$ cat src/rtl/nest_evt_pkg.sv
package nest_evt_pkg;
    localparam int NUM_LVL = 16;
    localparam int LVL_W   = $clog2(NUM_LVL);
    localparam int LVL_NMI = 2;
    localparam int LVL_EXC = 3;
    localparam int LVL_RSV = 4;
    localparam int FIRST_MASKABLE = 5;
    localparam int SWI_LO  = NUM_LVL - 2;

    typedef logic [NUM_LVL-1:0] lvl_vec_t;

    typedef struct packed {
        lvl_vec_t pend;
        lvl_vec_t act;
        lvl_vec_t mask;
    } ctrl_state_t;
endpackage

$ cat src/rtl/nest_evt_prio.sv
module nest_evt_prio #(
    parameter int N = 16,
    localparam int W = $clog2(N)
) (
    input  logic [N-1:0] vec_i,
    output logic         any_o,
    output logic [W-1:0] idx_o
);
    always_comb begin
        any_o = 1'b0;
        idx_o = '0;
        for (int i = N - 1; i >= 0; i--) begin
            if (vec_i[i]) begin
                any_o = 1'b1;
                idx_o = W'(i);
            end
        end
    end
endmodule

$ cat src/rtl/nest_evt_ctrl.sv
module nest_evt_ctrl
    import nest_evt_pkg::*;
(
    input  logic             clk,
    input  logic             rst_n,
    input  logic [15:0]      evt_req_i,
    input  logic             nmi_pin_i,
    input  logic             wdog_nmi_i,
    input  logic             exc_req_i,
    input  logic             mask_wr_i,
    input  logic [15:0]      mask_wdata_i,
    input  logic             swi_wr_i,
    input  logic [1:0]       swi_wdata_i,
    input  logic             rfe_i,
    output logic             take_o,
    output logic [3:0]       take_lvl_o,
    output logic [15:0]      active_o
);
    localparam lvl_vec_t FIXED_EN  = lvl_vec_t'((1 << LVL_RSV) - 1);
    localparam lvl_vec_t MASKABLE  = ~lvl_vec_t'((1 << FIRST_MASKABLE) - 1);
    localparam lvl_vec_t DEDICATED = lvl_vec_t'((1 << LVL_NMI) | (1 << LVL_EXC) | (1 << LVL_RSV));

    ctrl_state_t state_d, state_q;

    lvl_vec_t           raw_req;
    lvl_vec_t           pend_now;
    lvl_vec_t           eligible;
    logic               win_any, act_any;
    logic [LVL_W-1:0]   win_idx, act_idx;
    logic               take;

    always_comb begin
        raw_req = evt_req_i & ~DEDICATED;
        raw_req[LVL_NMI] = nmi_pin_i | wdog_nmi_i;
        raw_req[LVL_EXC] = exc_req_i;
        pend_now = state_q.pend | raw_req;
        eligible = pend_now & (FIXED_EN | (state_q.mask & MASKABLE));
    end

    nest_evt_prio #(.N(NUM_LVL)) win_enc_i (
        .vec_i (eligible),
        .any_o (win_any),
        .idx_o (win_idx)
    );

    nest_evt_prio #(.N(NUM_LVL)) act_enc_i (
        .vec_i (state_q.act),
        .any_o (act_any),
        .idx_o (act_idx)
    );

    always_comb begin
        state_d = state_q;
        take = win_any && !rfe_i && (!act_any || (win_idx < act_idx));

        state_d.pend = pend_now;
        if (take) begin
            state_d.pend[win_idx] = 1'b0;
            state_d.act[win_idx]  = 1'b1;
        end
        if (rfe_i && act_any) begin
            state_d.act[act_idx] = 1'b0;
        end
        if (swi_wr_i) begin
            state_d.pend[SWI_LO]     = state_d.pend[SWI_LO]     | swi_wdata_i[0];
            state_d.pend[SWI_LO + 1] = state_d.pend[SWI_LO + 1] | swi_wdata_i[1];
        end
        if (mask_wr_i) begin
            state_d.mask = mask_wdata_i & MASKABLE;
        end
    end

    always_ff @(posedge clk) begin
        if (!rst_n) begin
            state_q <= '0;
        end else begin
            state_q <= state_d;
        end
    end

    assign take_o     = take;
    assign take_lvl_o = win_idx;
    assign active_o   = state_q.act;
endmodule

$ cat config.mk
export PLATFORM = sky130hd
export DESIGN_NAME = nest_evt_ctrl
export DESIGN_NICKNAME = d
export VERILOG_FILES = /design/src/rtl/nest_evt_pkg.sv /design/src/rtl/nest_evt_prio.sv /design/src/rtl/nest_evt_ctrl.sv
export SDC_FILE = /design/constraint.sdc
export NUM_CORES = 1
export LEC_CHECK = 0
export BUFFER_PORTS_ARGS = -buffer_cell sky130_fd_sc_hd__buf_2
export CAP_MARGIN = 20
export CORE_MARGIN = 1.5
export CORE_UTILIZATION = 40
export DETAILED_ROUTE_END_ITERATION = 7
export HOLD_SLACK_MARGIN = 0.05
export PLACE_DENSITY = 0.66
export SLEW_MARGIN = 10
export SYNTH_ARGS = -nofsm -noshare
export SYNTH_HDL_FRONTEND = slang
export SYNTH_SLANG_ARGS = --single-unit
export TNS_END_PERCENT = 100
$ cat constraint.sdc
create_clock -name clk -period 3 [get_ports clk]
set_input_delay 0.3 -clock clk [delete_from_list [all_inputs] [get_ports clk]]
set_output_delay 0.3 -clock clk [all_outputs]
set_load 0.05 [all_outputs]
==> metrics.yaml <==
holdWs_ns: 0.228
start_util: 0.414
max_freq_ghz: 0.304
yosys.area_share.simple: 0.265
synth_compound_gate_area_share: 0.263
final_common_cell: "buf_4"
place_congestion: 0.843
crit_start: "state_q[33]"
drive_gt1_frac: 0.459
clockBufferDepth: 2
path_buf_inv: 8
min_period_ns: 3.29
clk_latency_ns: 0.30
grt_pass1_vias: 2420
synthMuxAreaShare: 0.0449
synth_xor_area_frac: 0
required_ns: 3.20
dieArea_um2: 6610
crit_family: "buffers and inverters"
fin_cells: 463
drt_iter0_markers: 86
worst_slew_pin_slew_ns: 0.607
ys_top_cells_by_area: "dfxtp_1 (34%), o21ai_0 (5.3%), buf_4 (4.9%)"
layout_common_cells: "buf_4 (55), buf_2 (53), dfxtp_1 (39), nor2_1 (28), o21ai_0 (21)"
arrival_ns: 3.49
synthAdderAreaFrac: 0.0102
max_stage_delay_ns: 0.53
hold_buffers: 0
status: "finished with violations"
synth_nets: 328
finClkSkew_ns: 0.00576
slew_headroom: 0.593
synthArstFlopShare: 0
core-area_um2: 5920
powerDensity_nw_per_um2: 408
cpMostUsedCell: "buf_6"
seq_area_frac_synth: 0.343
avgSynthCellArea_um2: 8.64
area_growth_pct: 43.0
antenna_found_initial: 0
postRouteAntennaNets: 0
fp.dieW_um: 81.3
synth_ff_type: "dfxtp_1"
drtPass1Iterations: 4
synth_top_area_cell: "dfxtp_1"
drc: 0
synth_top_family_by_area: "simple AND/OR/NAND/NOR gates"
peakVddDrop_mv: 0.213
vias_per_cell: 5.48
portBuffers: 54
tns_ns: -2.32
cpMaxStageDelayCell: "or4_4"
wl_um: 7240
dpl.hpwl_um: 5300
rsz0062_at_grt: "true"
yosysWarnings: 0
yosysTopAreaCellShare: 0.343
cts_buffers: 5
hold_viol_final: 0
violations: "negative setup slack"
fin_crit_sh: 1.10
synthesis.area_um2: 2450
power.leakage_nw: 1.57
grt_pass1_wl_um: 11200
synth_cell_type_count: 57
postLayoutCoreUtil: 0.593
critPathCaptureType: "flop"
htreeDepth: 2
setup_viol: 18
post_drt_wl_per_cell_um: 15.6
rows: 28
drv_cap: 0
crit_path_cell_trace: "or4_4 > buf_4 > a21oi_4 > ha_4 > o211a_1 > buf_4 > buf_6 > o211ai_4 > a2bb2oi_4 > buf_6 > buf_6 > buf_6 > buf_8 > nor4b_2 > buf_4 > nor2_1"
slew_viol_final: 0
grt_max_degree: 27
synth-seq-cells: 42
root_buffer: "clkbuf_8"
cts_tree: "done"
hold_path.class: "in2reg"
fin_nets: 431
synth_edf_count: 0
num_vias: 2537
place_inst: 444
ios: 63
min_from: "swi_wdata_i[0]"
fin_ws_ns: -0.287
clk_pin_slew_ns: 0.08
path_max_fanout: 5
die_y_um: 81.3
overflow: 0
crit_type: "reg2reg"
clock_sinks: 42
netlist_instances: 284
worstReg2RegStart: "state_q[33]"
worst_setup_path_start_kind: "flop"
antenna-diode-count: 0
grt_use_total: 0.220
-- flip-flops by register name (all words and copies together), names as in the netlist --
signal and cells:
state_q 26, active_o 16
-- timing repair --
action / 4_1_cts / 5_1_grt
gates resized for setup: 13 / 37
buffers inserted: 8 / 8
pin swaps: 7 / 15
setup endpoints to repair: 11 / 26
-- report_power, final --
group	leakage, nW	internal, mW	switching [mW]
Combinational	1.18	0.181	0.200
Clock	0.0514	0.248	0.198
Sequential	0.347	0.585	0.0194
-- synthesized netlist by cell type (2+ instances only) --
cell,number
dfxtp_1,42
nor2_1,32
o21ai_0,26
buf_4,16
nand2_1,15
inv_1,11
mux2i_1,11
nor3_1,11
a21oi_1,9
nand3_1,9
o21a_1,8
o21ai_1,8
o221a_1,6
or3_1,6
clkbuf_1,5
nor4_1,4
o211a_1,4
a211oi_1,3
a211oi_2,3
and3_1,3
nand4_1,3
o31ai_1,3
or4_4,3
and2_1,2
and4_1,2
ha_1,2
nand2b_1,2
nor3_2,2
nor4_4,2
nor4b_1,2
or2_2,2
or4_1,2
-- layer usage --
metal  global-route usage  wire [um]
met1                0.276       3260
met2                0.382       3510
met5                    0          0
met4               0.0621        104
met3               0.0393        362
-- metrics by stage --
| stage | power, mW | setup WS (ns) | cell area (um2) |
|---|---|---|---|
| finish | 1.43 | -0.287 | 3510 |
| detailed placement | 0.924 | -0.232 | 3120 |
| global placement | 0.919 | -0.204 | 3120 |
| CTS | 1.39 | -0.258 | 3340 |
| floorplan | 0.798 | -0.197 | 2500 |
| global route | 1.49 | -0.316 | 3510 |
-- cells by family after synthesis --
kind of cell             count (synthesis)
AND/OR/NAND/NOR                        110
AO/OA/AOI/OAI                           86
flip-flops                              42
buffers and inverters                   33
multiplexers                            11
adder cells (fa/ha/maj)                  2
-- final cells by class --
class / count / area [um2]
fill: 535 / 2410
clock buffer: 6 / 72.6
multi-input combinational: 209 / 1630
sequential: 42 / 845
tap: 75 / 93.8
clock inverter: 2 / 37.5
timing repair buffer: 118 / 795
inverter: 11 / 41.3
-- worst reg2reg max path: stages, from the launching register on --
cell       delay, ns
dfxtp_2         0.32
or4_4           0.53
buf_4           0.17
a21oi_4         0.17
ha_4            0.22
o211a_1         0.22
buf_4           0.15
buf_6           0.11
o211ai_4        0.09
a2bb2oi_4       0.09
buf_6           0.12
buf_6           0.10
buf_6           0.11
buf_8           0.12
nor4b_2         0.44
buf_4           0.19
nor2_1          0.03
-- worst paths after layout --
check	to	slack (ns)	depth (start not counted)
setup / recovery	state_q[39]	-0.29	16
hold / removal	state_q[46]	0.23	3
setup reg to reg	state_q[39]	-0.29	16
hold reg to reg	state_q[40]	0.50	1
(Power assumes the default switching activity.)
